<file path="config.mk">
export PLATFORM = sky130hd
export DESIGN_NAME = color_xform
export DESIGN_NICKNAME = d
export VERILOG_FILES = /design/src/rtl/color_xform_pkg.sv /design/src/rtl/cx_diff_stage.sv /design/src/rtl/cx_rct_stage.sv /design/src/rtl/cx_lift_stage.sv /design/src/rtl/color_xform.sv
export SDC_FILE = /design/constraint.sdc
export NUM_CORES = 1
export LEC_CHECK = 0
export ABC_AREA = 1
export BUFFER_PORTS_ARGS = -buffer_cell sky130_fd_sc_hd__buf_4
export CAP_MARGIN = 25
export CORE_MARGIN = 1
export CORE_UTILIZATION = 49
export DETAILED_ROUTE_END_ITERATION = 8
export PLACE_DENSITY_LB_ADDON = 0.08
export SLEW_MARGIN = 20
export SYNTH_ARGS = -nofsm -noshare
export SYNTH_HDL_FRONTEND = slang
export SYNTH_HIERARCHICAL = 1
export SYNTH_SLANG_ARGS = --single-unit
</file>
<file path="constraint.sdc">
create_clock -name clk -period 3.38 [get_ports clk]
set_input_delay 0.507 -clock clk [delete_from_list [all_inputs] [get_ports clk]]
set_output_delay 0.507 -clock clk [all_outputs]
set_load 0.03 [all_outputs]
</file>
<file path="src/rtl/color_xform_pkg.sv">
`timescale 1ns/1ps
package color_xform_pkg;

  // Transform selection codes carried on in_mode
  typedef enum logic [1:0] {
    XF_DIFF  = 2'd0,
    XF_RCT   = 2'd1,
    XF_LIFT  = 2'd2,
    XF_SPARE = 2'd3
  } xf_mode_e;

  // Number of transform kernels running in parallel
  localparam int NUM_KERNELS = 3;

  // Pipeline depth shared by every mode and direction
  localparam int PIPE_DEPTH = 2;

endpackage

</file>
<file path="src/rtl/cx_diff_stage.sv">
`timescale 1ns/1ps
// Green-difference kernel: modular arithmetic, result complete after stage 1
module cx_diff_stage #(
  parameter int PIX_W = 8
) (
  input  logic             clk,
  input  logic             en,
  input  logic             inv,
  input  logic [PIX_W-1:0] a0,
  input  logic [PIX_W-1:0] a1,
  input  logic [PIX_W-1:0] a2,
  output logic [PIX_W-1:0] q0,
  output logic [PIX_W:0]   q1,
  output logic [PIX_W:0]   q2
);

  logic [PIX_W-1:0] d0, d1, d2;

  always_ff @(posedge clk) begin
    if (en) begin
      if (!inv) begin
        d0 <= a1;            // luma is green
        d1 <= a2 - a1;       // blue minus green, wraps
        d2 <= a0 - a1;       // red minus green, wraps
      end else begin
        d0 <= a2 + a0;       // red back
        d1 <= a0;            // green back
        d2 <= a1 + a0;       // blue back
      end
    end
  end

  assign q0 = d0;
  assign q1 = {1'b0, d1};
  assign q2 = {1'b0, d2};

endmodule

</file>
<file path="src/rtl/cx_rct_stage.sv">
`timescale 1ns/1ps
// Weighted reversible kernel: forward done in stage 1, inverse split over two
module cx_rct_stage #(
  parameter int PIX_W = 8
) (
  input  logic             clk,
  input  logic             en,
  input  logic             inv,
  input  logic             inv_s,
  input  logic [PIX_W-1:0] a0,
  input  logic [PIX_W:0]   a1,
  input  logic [PIX_W:0]   a2,
  output logic [PIX_W-1:0] q0,
  output logic [PIX_W:0]   q1,
  output logic [PIX_W:0]   q2
);

  localparam int CW = PIX_W + 1;
  localparam int W  = PIX_W + 3;

  function automatic logic signed [W-1:0] zx(input logic [PIX_W-1:0] v);
    return $signed({{(W-PIX_W){1'b0}}, v});
  endfunction

  function automatic logic signed [W-1:0] sx(input logic [CW-1:0] v);
    return $signed({{(W-CW){v[CW-1]}}, v});
  endfunction

  logic signed [CW-1:0] s0, s1, s2;

  always_ff @(posedge clk) begin
    if (en) begin
      if (!inv) begin
        s0 <= CW'((zx(a0) + (zx(a1[PIX_W-1:0]) <<< 1) + zx(a2[PIX_W-1:0])) >>> 2);
        s1 <= CW'(zx(a2[PIX_W-1:0]) - zx(a1[PIX_W-1:0]));
        s2 <= CW'(zx(a0) - zx(a1[PIX_W-1:0]));
      end else begin
        s0 <= CW'(zx(a0) - ((sx(a1) + sx(a2)) >>> 2));
        s1 <= $signed(a1);
        s2 <= $signed(a2);
      end
    end
  end

  always_comb begin
    if (!inv_s) begin
      q0 = PIX_W'(s0);
      q1 = s1;
      q2 = s2;
    end else begin
      q0 = PIX_W'(s2 + s0);
      q1 = {1'b0, PIX_W'(s0)};
      q2 = {1'b0, PIX_W'(s1 + s0)};
    end
  end

endmodule

</file>
<file path="src/rtl/cx_lift_stage.sv">
`timescale 1ns/1ps
// Lifting kernel: two lifting steps per stage in both directions
module cx_lift_stage #(
  parameter int PIX_W = 8
) (
  input  logic             clk,
  input  logic             en,
  input  logic             inv,
  input  logic             inv_s,
  input  logic [PIX_W-1:0] a0,
  input  logic [PIX_W:0]   a1,
  input  logic [PIX_W:0]   a2,
  output logic [PIX_W-1:0] q0,
  output logic [PIX_W:0]   q1,
  output logic [PIX_W:0]   q2
);

  localparam int CW = PIX_W + 1;
  localparam int W  = PIX_W + 3;

  function automatic logic signed [W-1:0] zx(input logic [PIX_W-1:0] v);
    return $signed({{(W-PIX_W){1'b0}}, v});
  endfunction

  function automatic logic signed [W-1:0] sx(input logic [CW-1:0] v);
    return $signed({{(W-CW){v[CW-1]}}, v});
  endfunction

  logic signed [W-1:0]  diff1, mid1;
  logic signed [CW-1:0] n0, n1, n2;
  logic signed [CW-1:0] s0, s1, s2;
  logic signed [W-1:0]  diff2, sum2;

  // stage 1: first two lifting steps
  always_comb begin
    if (!inv) begin
      diff1 = zx(a2[PIX_W-1:0]) - zx(a0);          // orange chroma
      mid1  = zx(a0) + (diff1 >>> 1);             // temporary
      n0    = CW'(diff1);
      n1    = CW'(mid1);
      n2    = CW'(zx(a1[PIX_W-1:0]));             // green carried
    end else begin
      diff1 = zx(a0) - (sx(a2) >>> 1);            // green restored
      mid1  = sx(a2) + diff1;                     // temporary restored
      n0    = CW'(diff1);
      n1    = CW'(mid1);
      n2    = $signed(a1);                        // orange chroma carried
    end
  end

  always_ff @(posedge clk) begin
    if (en) begin
      s0 <= n0;
      s1 <= n1;
      s2 <= n2;
    end
  end

  // stage 2: last two lifting steps
  always_comb begin
    if (!inv_s) begin
      diff2 = sx(s1) - sx(s2);                    // green chroma
      sum2  = sx(s2) + (diff2 >>> 1);             // luma
      q0    = PIX_W'(sum2);
      q1    = s0;
      q2    = CW'(diff2);
    end else begin
      diff2 = sx(s1) - (sx(s2) >>> 1);            // red
      sum2  = sx(s2) + diff2;                     // blue
      q0    = PIX_W'(diff2);
      q1    = {1'b0, PIX_W'(s0)};
      q2    = {1'b0, PIX_W'(sum2)};
    end
  end

endmodule

</file>
<file path="src/rtl/color_xform.sv">
`timescale 1ns/1ps
module color_xform
  import color_xform_pkg::*;
#(
  parameter int PIX_W = 8
) (
  input  logic             clk,
  input  logic             rst,
  input  logic             in_valid,
  input  logic [1:0]       in_mode,
  input  logic             in_inv,
  input  logic [PIX_W-1:0] in_c0,
  input  logic [PIX_W:0]   in_c1,
  input  logic [PIX_W:0]   in_c2,
  output logic             out_valid,
  output logic [PIX_W-1:0] out_c0,
  output logic [PIX_W:0]   out_c1,
  output logic [PIX_W:0]   out_c2
);

  localparam int CW = PIX_W + 1;

  // stage-1 control
  logic       v1;
  logic [1:0] mode1;
  logic       inv1;

  // kernel results, one slot per kernel
  logic [PIX_W-1:0] kq0 [NUM_KERNELS];
  logic [CW-1:0]    kq1 [NUM_KERNELS];
  logic [CW-1:0]    kq2 [NUM_KERNELS];

  always_ff @(posedge clk) begin
    if (rst) begin
      v1        <= 1'b0;
      out_valid <= 1'b0;
    end else begin
      v1        <= in_valid;
      out_valid <= v1;
    end
  end

  always_ff @(posedge clk) begin
    if (in_valid) begin
      mode1 <= in_mode;
      inv1  <= in_inv;
    end
  end

  cx_diff_stage #(.PIX_W(PIX_W)) u_diff (
    .clk (clk),
    .en  (in_valid),
    .inv (in_inv),
    .a0  (in_c0),
    .a1  (in_c1[PIX_W-1:0]),
    .a2  (in_c2[PIX_W-1:0]),
    .q0  (kq0[0]),
    .q1  (kq1[0]),
    .q2  (kq2[0])
  );

  cx_rct_stage #(.PIX_W(PIX_W)) u_rct (
    .clk   (clk),
    .en    (in_valid),
    .inv   (in_inv),
    .inv_s (inv1),
    .a0    (in_c0),
    .a1    (in_c1),
    .a2    (in_c2),
    .q0    (kq0[1]),
    .q1    (kq1[1]),
    .q2    (kq2[1])
  );

  cx_lift_stage #(.PIX_W(PIX_W)) u_lift (
    .clk   (clk),
    .en    (in_valid),
    .inv   (in_inv),
    .inv_s (inv1),
    .a0    (in_c0),
    .a1    (in_c1),
    .a2    (in_c2),
    .q0    (kq0[2]),
    .q1    (kq1[2]),
    .q2    (kq2[2])
  );

  // stage 2: kernel select and output registers
  logic [PIX_W-1:0] sel0;
  logic [CW-1:0]    sel1, sel2;

  always_comb begin
    case (mode1)
      XF_RCT: begin
        sel0 = kq0[1]; sel1 = kq1[1]; sel2 = kq2[1];
      end
      XF_LIFT: begin
        sel0 = kq0[2]; sel1 = kq1[2]; sel2 = kq2[2];
      end
      default: begin
        sel0 = kq0[0]; sel1 = kq1[0]; sel2 = kq2[0];
      end
    endcase
  end

  always_ff @(posedge clk) begin
    if (v1) begin
      out_c0 <= sel0;
      out_c1 <= sel1;
      out_c2 <= sel2;
    end
  end

endmodule

</file>
==> impl_table.tex <==
\begin{tabular}{lr}
\hline
Metric & Value \\
\hline
\multicolumn{2}{l}{\textbf{GRT}} \\
First-pass GRT wire length & 50.57 mm \\
Met1 track demand over resource & 38.15\% \\
Most heavily used metal layer in global routing & met2 \\
Met3 GRT Util & 2.270\% \\
Number of antenna violations at the first check in global routing & 1 \\
Number of global-route vias before repair & 9356 \\
GR met2 Demand/Resource & 46.69\% \\
Global routing usage summed across all routing layers & 27.87\% \\
Maximum number of pins on one net before global-route repair & 60 \\
Aggregate global routing overflow & 0 \\
\multicolumn{2}{l}{\textbf{CTS}} \\
Maximum number of buffers from clock root to sink & 2 \\
Number of CTS-inserted buffers & 9 \\
Register clock-pin slew on the reported worst setup and hold paths & 90 ps \\
Root buffer cell & sky130\_fd\_sc\_hd\_\_clkbuf\_16 \\
Skew-Pair Late Insertion Delay & 360 ps \\
H-tree depth & 3 \\
Total number of clock tree sinks & 108 \\
Clock tree from TritonCTS & built \\
Cts-stage hold buffer count & 0 \\
\multicolumn{2}{l}{\textbf{Placement}} \\
Weighted congestion reported at the end of routability-driven placement & 0.9383 \\
Placed Cells incl. Taps & 1842 \\
Setup WS pre-CTS & -28.64 ps \\
Half-perimeter wire length after placement & 25.56 mm \\
Count of port buffers added during placement & 58 \\
\multicolumn{2}{l}{\textbf{Power and ir drop}} \\
Part of the total power dissipated in the clock network & 17.7\% \\
Cell-internal power & 3.473 mW \\
Switch Pwr & 2.736 mW \\
Total power per unit cell area & 500.8 nW/µm² \\
Fraction of power spent switching nets & 44.07\% \\
Tot Pwr & 6.209 mW \\
IR drop worst, VDD & 0.3314 mV \\
Leakage Power & 6.310 nW \\
Combinational cell fraction of total power & 52.7\% \\
Flop pwr share & 29.6\% \\
\multicolumn{2}{l}{\textbf{Job}} \\
Count of maximum capacitance violations & 0 \\
\multicolumn{2}{l}{\textbf{Synth}} \\
Number of warnings reported in the yosys synthesis log & 6 \\
Post-Synth Simple-Gate Area & 26.63\% \\
Fraction of registers with async set or reset after synthesis & 0\% \\
EDFF count, synth & 106 \\
Average size of a mapped cell & 7.471 µm² \\
Count of mapped cells out of synthesis & 1523 \\
Distinct cell type count of the synthesized netlist & 53 \\
Netlist area before placement & 11380 µm² \\
Complex-gate fraction of the synthesized area & 10.89\% \\
Flip-flop cell with the highest count after synthesis & sky130\_fd\_sc\_hd\_\_edfxtp\_1 \\
\#FFs+latches synth & 108 \\
Adder-cell share of the synthesized area & 19.84\% \\
Seq/Total Area, Yosys & 28.33\% \\
Share of the synthesized netlist area taken by xor and xnor gates & 4.882\% \\
Mux share of post-synthesis cell area & 0.08797\% \\
Combinational family with the most area after synthesis & simple AND/OR/NAND/NOR gates \\
\multicolumn{2}{l}{\textbf{Critical path}} \\
Crit path max fanout & 3 \\
Reg2Reg Setup Slack & 200 ps \\
Crit path buffers/inverters & 1 \\
Cell breakdown of the critical path & ha\_1 > inv\_1 > fa\_2 > ha\_1 > fa\_1 > nand3\_1 > nand2\_1 > nand2\_1 > nand2\_1 > a21oi\_1 > nor2\_1 > nor2\_1 > nor2\_1 > nand2\_1 > nand2\_1 > nand2\_1 > nand2\_1 \\
Critical path startpoint category & flip-flop \\
FF-to-FF path depth & 17 \\
Endpoint arrival time on the critical path & 3310 ps \\
CP delay by family, top & adder cells \\
Number of cells on the critical path & 17 \\
CP most frequent cell & sky130\_fd\_sc\_hd\_\_nand2\_1 \\
Path type of the worst setup path & reg2reg \\
Critical R2R Launch & u\_lift/s2[0]\$\_DFFE\_PP\_ \\
CP max stage cell & sky130\_fd\_sc\_hd\_\_edfxtp\_1 \\
Delay of the slowest cell on the worst path & 470 ps \\
Critical path capture point type & flip-flop \\
Worst R2R End & out\_c0[6]\$\_DFFE\_PP\_ \\
Required time of the critical path & 3500 ps \\
\multicolumn{2}{l}{\textbf{Layout}} \\
Most common cell after layout, fill and taps aside & sky130\_fd\_sc\_hd\_\_nand2\_1 \\
Fill cell total of the finished layout & 2238 \\
Footprint of the multi-input gates & 7149 µm² \\
Synthesis-to-finish area growth & 8.973\% \\
FF+latch area & 3224 µm² \\
Antenna Diode Count & 0 \\
Post-Layout Cell Count & 1861 \\
Layout cell share with drive strength beyond 1 & 9.898\% \\
Net count of the finished layout & 1769 \\
Top library cells by usage in the layout, fill and taps aside & sky130\_fd\_sc\_hd\_\_nand2\_1, sky130\_fd\_sc\_hd\_\_inv\_1, sky130\_fd\_sc\_hd\_\_ha\_1 \\
\multicolumn{2}{l}{\textbf{Detailed routing}} \\
Number of DRC violations after detailed routing & 0 \\
Number of iterations in the first detailed-routing pass & 6 \\
Detailed Route Iter0 Violations & 768 \\
Vias per cell & 5.392 \\
Number of nets with antenna violations after detailed routing & 0 \\
Average detailed-routed wire length per instance & 17.39 µm \\
Final Routed Wirelength & 32.36 mm \\
Via count of the routed design & 10.04k \\
\multicolumn{2}{l}{\textbf{Timing}} \\
Fin. max-slew vios & 0 \\
Largest clock skew in the final design & 13.07 ps \\
Measured slew at the worst slew-check pin & 908.6 ps \\
Fraction of the cycle the final worst path needs & 94.16\% \\
Slew margin rel. & 39.36\% \\
Worst setup slack after layout & 197.4 ps \\
Number of hold-slack violations in the final timing report & 0 \\
Final Critical Period & 3183 ps \\
Upper clock frequency limit & 314.2 MHz \\
Total setup violations reported at the end of the flow & 0 \\
Worst hold slack & 291.4 ps \\
\multicolumn{2}{l}{\textbf{Floorplanning}} \\
Starting density of the core & 50.10\% \\
FP Rows & 55 \\
Placeable core region & 22710 µm² \\
Die outline height & 154.4 µm \\
Die width & 154.4 µm \\
Number of top-level pins & 59 \\
Die area & 23830 µm² \\
\multicolumn{2}{l}{\textbf{Hold path}} \\
Worst Hold Class & in2reg \\
Worst hold path depth & 2 \\
Worst Hold Path EP & v1\$\_SDFF\_PP0\_ \\
HP Start & rst \\
\multicolumn{2}{l}{\textbf{Outcome}} \\
Result of the run & complete, no violations \\
\hline
\end{tabular}
-- worst max path at each step --
stage	to	start	slack (ps)
2_1_floorplan	u_lift/s1[7]$_DFFE_PP_	in_c0[0]	620
3_3_place_gp	out_c0[6]$_DFFE_PP_	u_lift/s2[1]$_DFFE_PP_	-50
3_5_place_dp	out_c0[6]$_DFFE_PP_	u_lift/s2[1]$_DFFE_PP_	-30
4_1_cts	out_c0[6]$_DFFE_PP_	u_lift/s2[1]$_DFFE_PP_	60
5_1_grt	out_c0[7]$_DFFE_PP_	u_lift/s2[5]$_DFFE_PP_	-0.7
6_report	out_c0[6]$_DFFE_PP_	u_lift/s2[0]$_DFFE_PP_	200
-- area by class of cell --
cell class,instances,area share [%]
clock buffer,9,1.816
sequential,108,26.00
inverter,196,5.974
multi-input combinational,1175,57.66
timing repair buffer,81,4.934
clock inverter,7,0.7366
tap,285,2.876
-- cell usage after synthesis (9+ instances only) --
cell                       count  share of area [%]
sky130_fd_sc_hd__edfxtp_1    106                 28
sky130_fd_sc_hd__xnor2_1      13                1.0
sky130_fd_sc_hd__nand3_1      79                3.5
sky130_fd_sc_hd__clkbuf_1      9               0.30
sky130_fd_sc_hd__nand4_1      16               0.88
sky130_fd_sc_hd__buf_6        12                1.2
sky130_fd_sc_hd__a21oi_1      90                4.0
sky130_fd_sc_hd__o21ai_0      66                2.9
sky130_fd_sc_hd__buf_2        12               0.53
sky130_fd_sc_hd__nand2_2       9               0.49
sky130_fd_sc_hd__o21ai_1      24                1.1
sky130_fd_sc_hd__xor2_1       43                3.3
sky130_fd_sc_hd__inv_1       188                6.2
sky130_fd_sc_hd__buf_4        12               0.79
sky130_fd_sc_hd__fa_1         24                4.2
sky130_fd_sc_hd__nor2_1       56                1.8
sky130_fd_sc_hd__nand2_1     520                 17
sky130_fd_sc_hd__ha_1        142                 16
-- layer usage --
metal | routed length, µm | vias up
li1 | - | 5085
met1 | 14710 | 4643
met2 | 15150 | 263
met3 | 1614 | 44
met4 | 884 | 0
met5 | 0 | -
-- state kept, by name, summed over array words and instances (netlist names) --
name       flops
out_c1         9
out_c2         9
u_lift/s0      9
u_lift/s1      9
u_lift/s2      9
u_rct/s1       9
u_rct/s2       9
out_c0         8
u_diff/d1      8
u_diff/d2      8
u_diff/q0      8
u_rct/s0       8
mode1          2
inv1           1
out_valid      1
v1             1
-- repair_timing --
action,in CTS,in global routing
gates resized for setup,1,6
buffers inserted,0,3
endpoints found under the setup margin,1,2
cloned,0,0
pin swaps,0,2
-- power groups by stage --
stage / clock, mW / combinational [mW] / sequential, mW
3_5_place_dp: 0 / 3.17 / 1.86
4_1_cts: 1.13 / 3.20 / 1.83
3_3_place_gp: 0 / 3.15 / 1.86
6_report: 1.10 / 3.27 / 1.84
5_1_grt: 1.16 / 3.69 / 1.86
2_1_floorplan: 0 / 2.30 / 1.89
-- cells by family (layout without fill, tap and decap cells) --
logic type,after synthesis,in the layout
buffers and inverters,241,293
flip-flops,108,108
other,1,2
adder cells (fa/ha/maj),166,166
multiplexers,1,1
XOR/XNOR,60,60
AND/OR/NAND/NOR,723,723
AO/OA/AOI/OAI,223,223
-- through the flow --
| step | TNS (ps) | cell area, µm² | util, % |
|---|---|---|---|
| 3_5_place_dp | -28.64 | 12010 | 52.87 |
| 6_report | 0 | 12400 | 54.60 |
| 4_1_cts | 0 | 12330 | 54.30 |
| 2_1_floorplan | 0 | 11380 | - |
| 3_3_place_gp | -46.49 | 12010 | 52.86 |
| 5_1_grt | -0.6837 | 12400 | 54.60 |
Note: power is estimated with default switching activity, not from simulation.
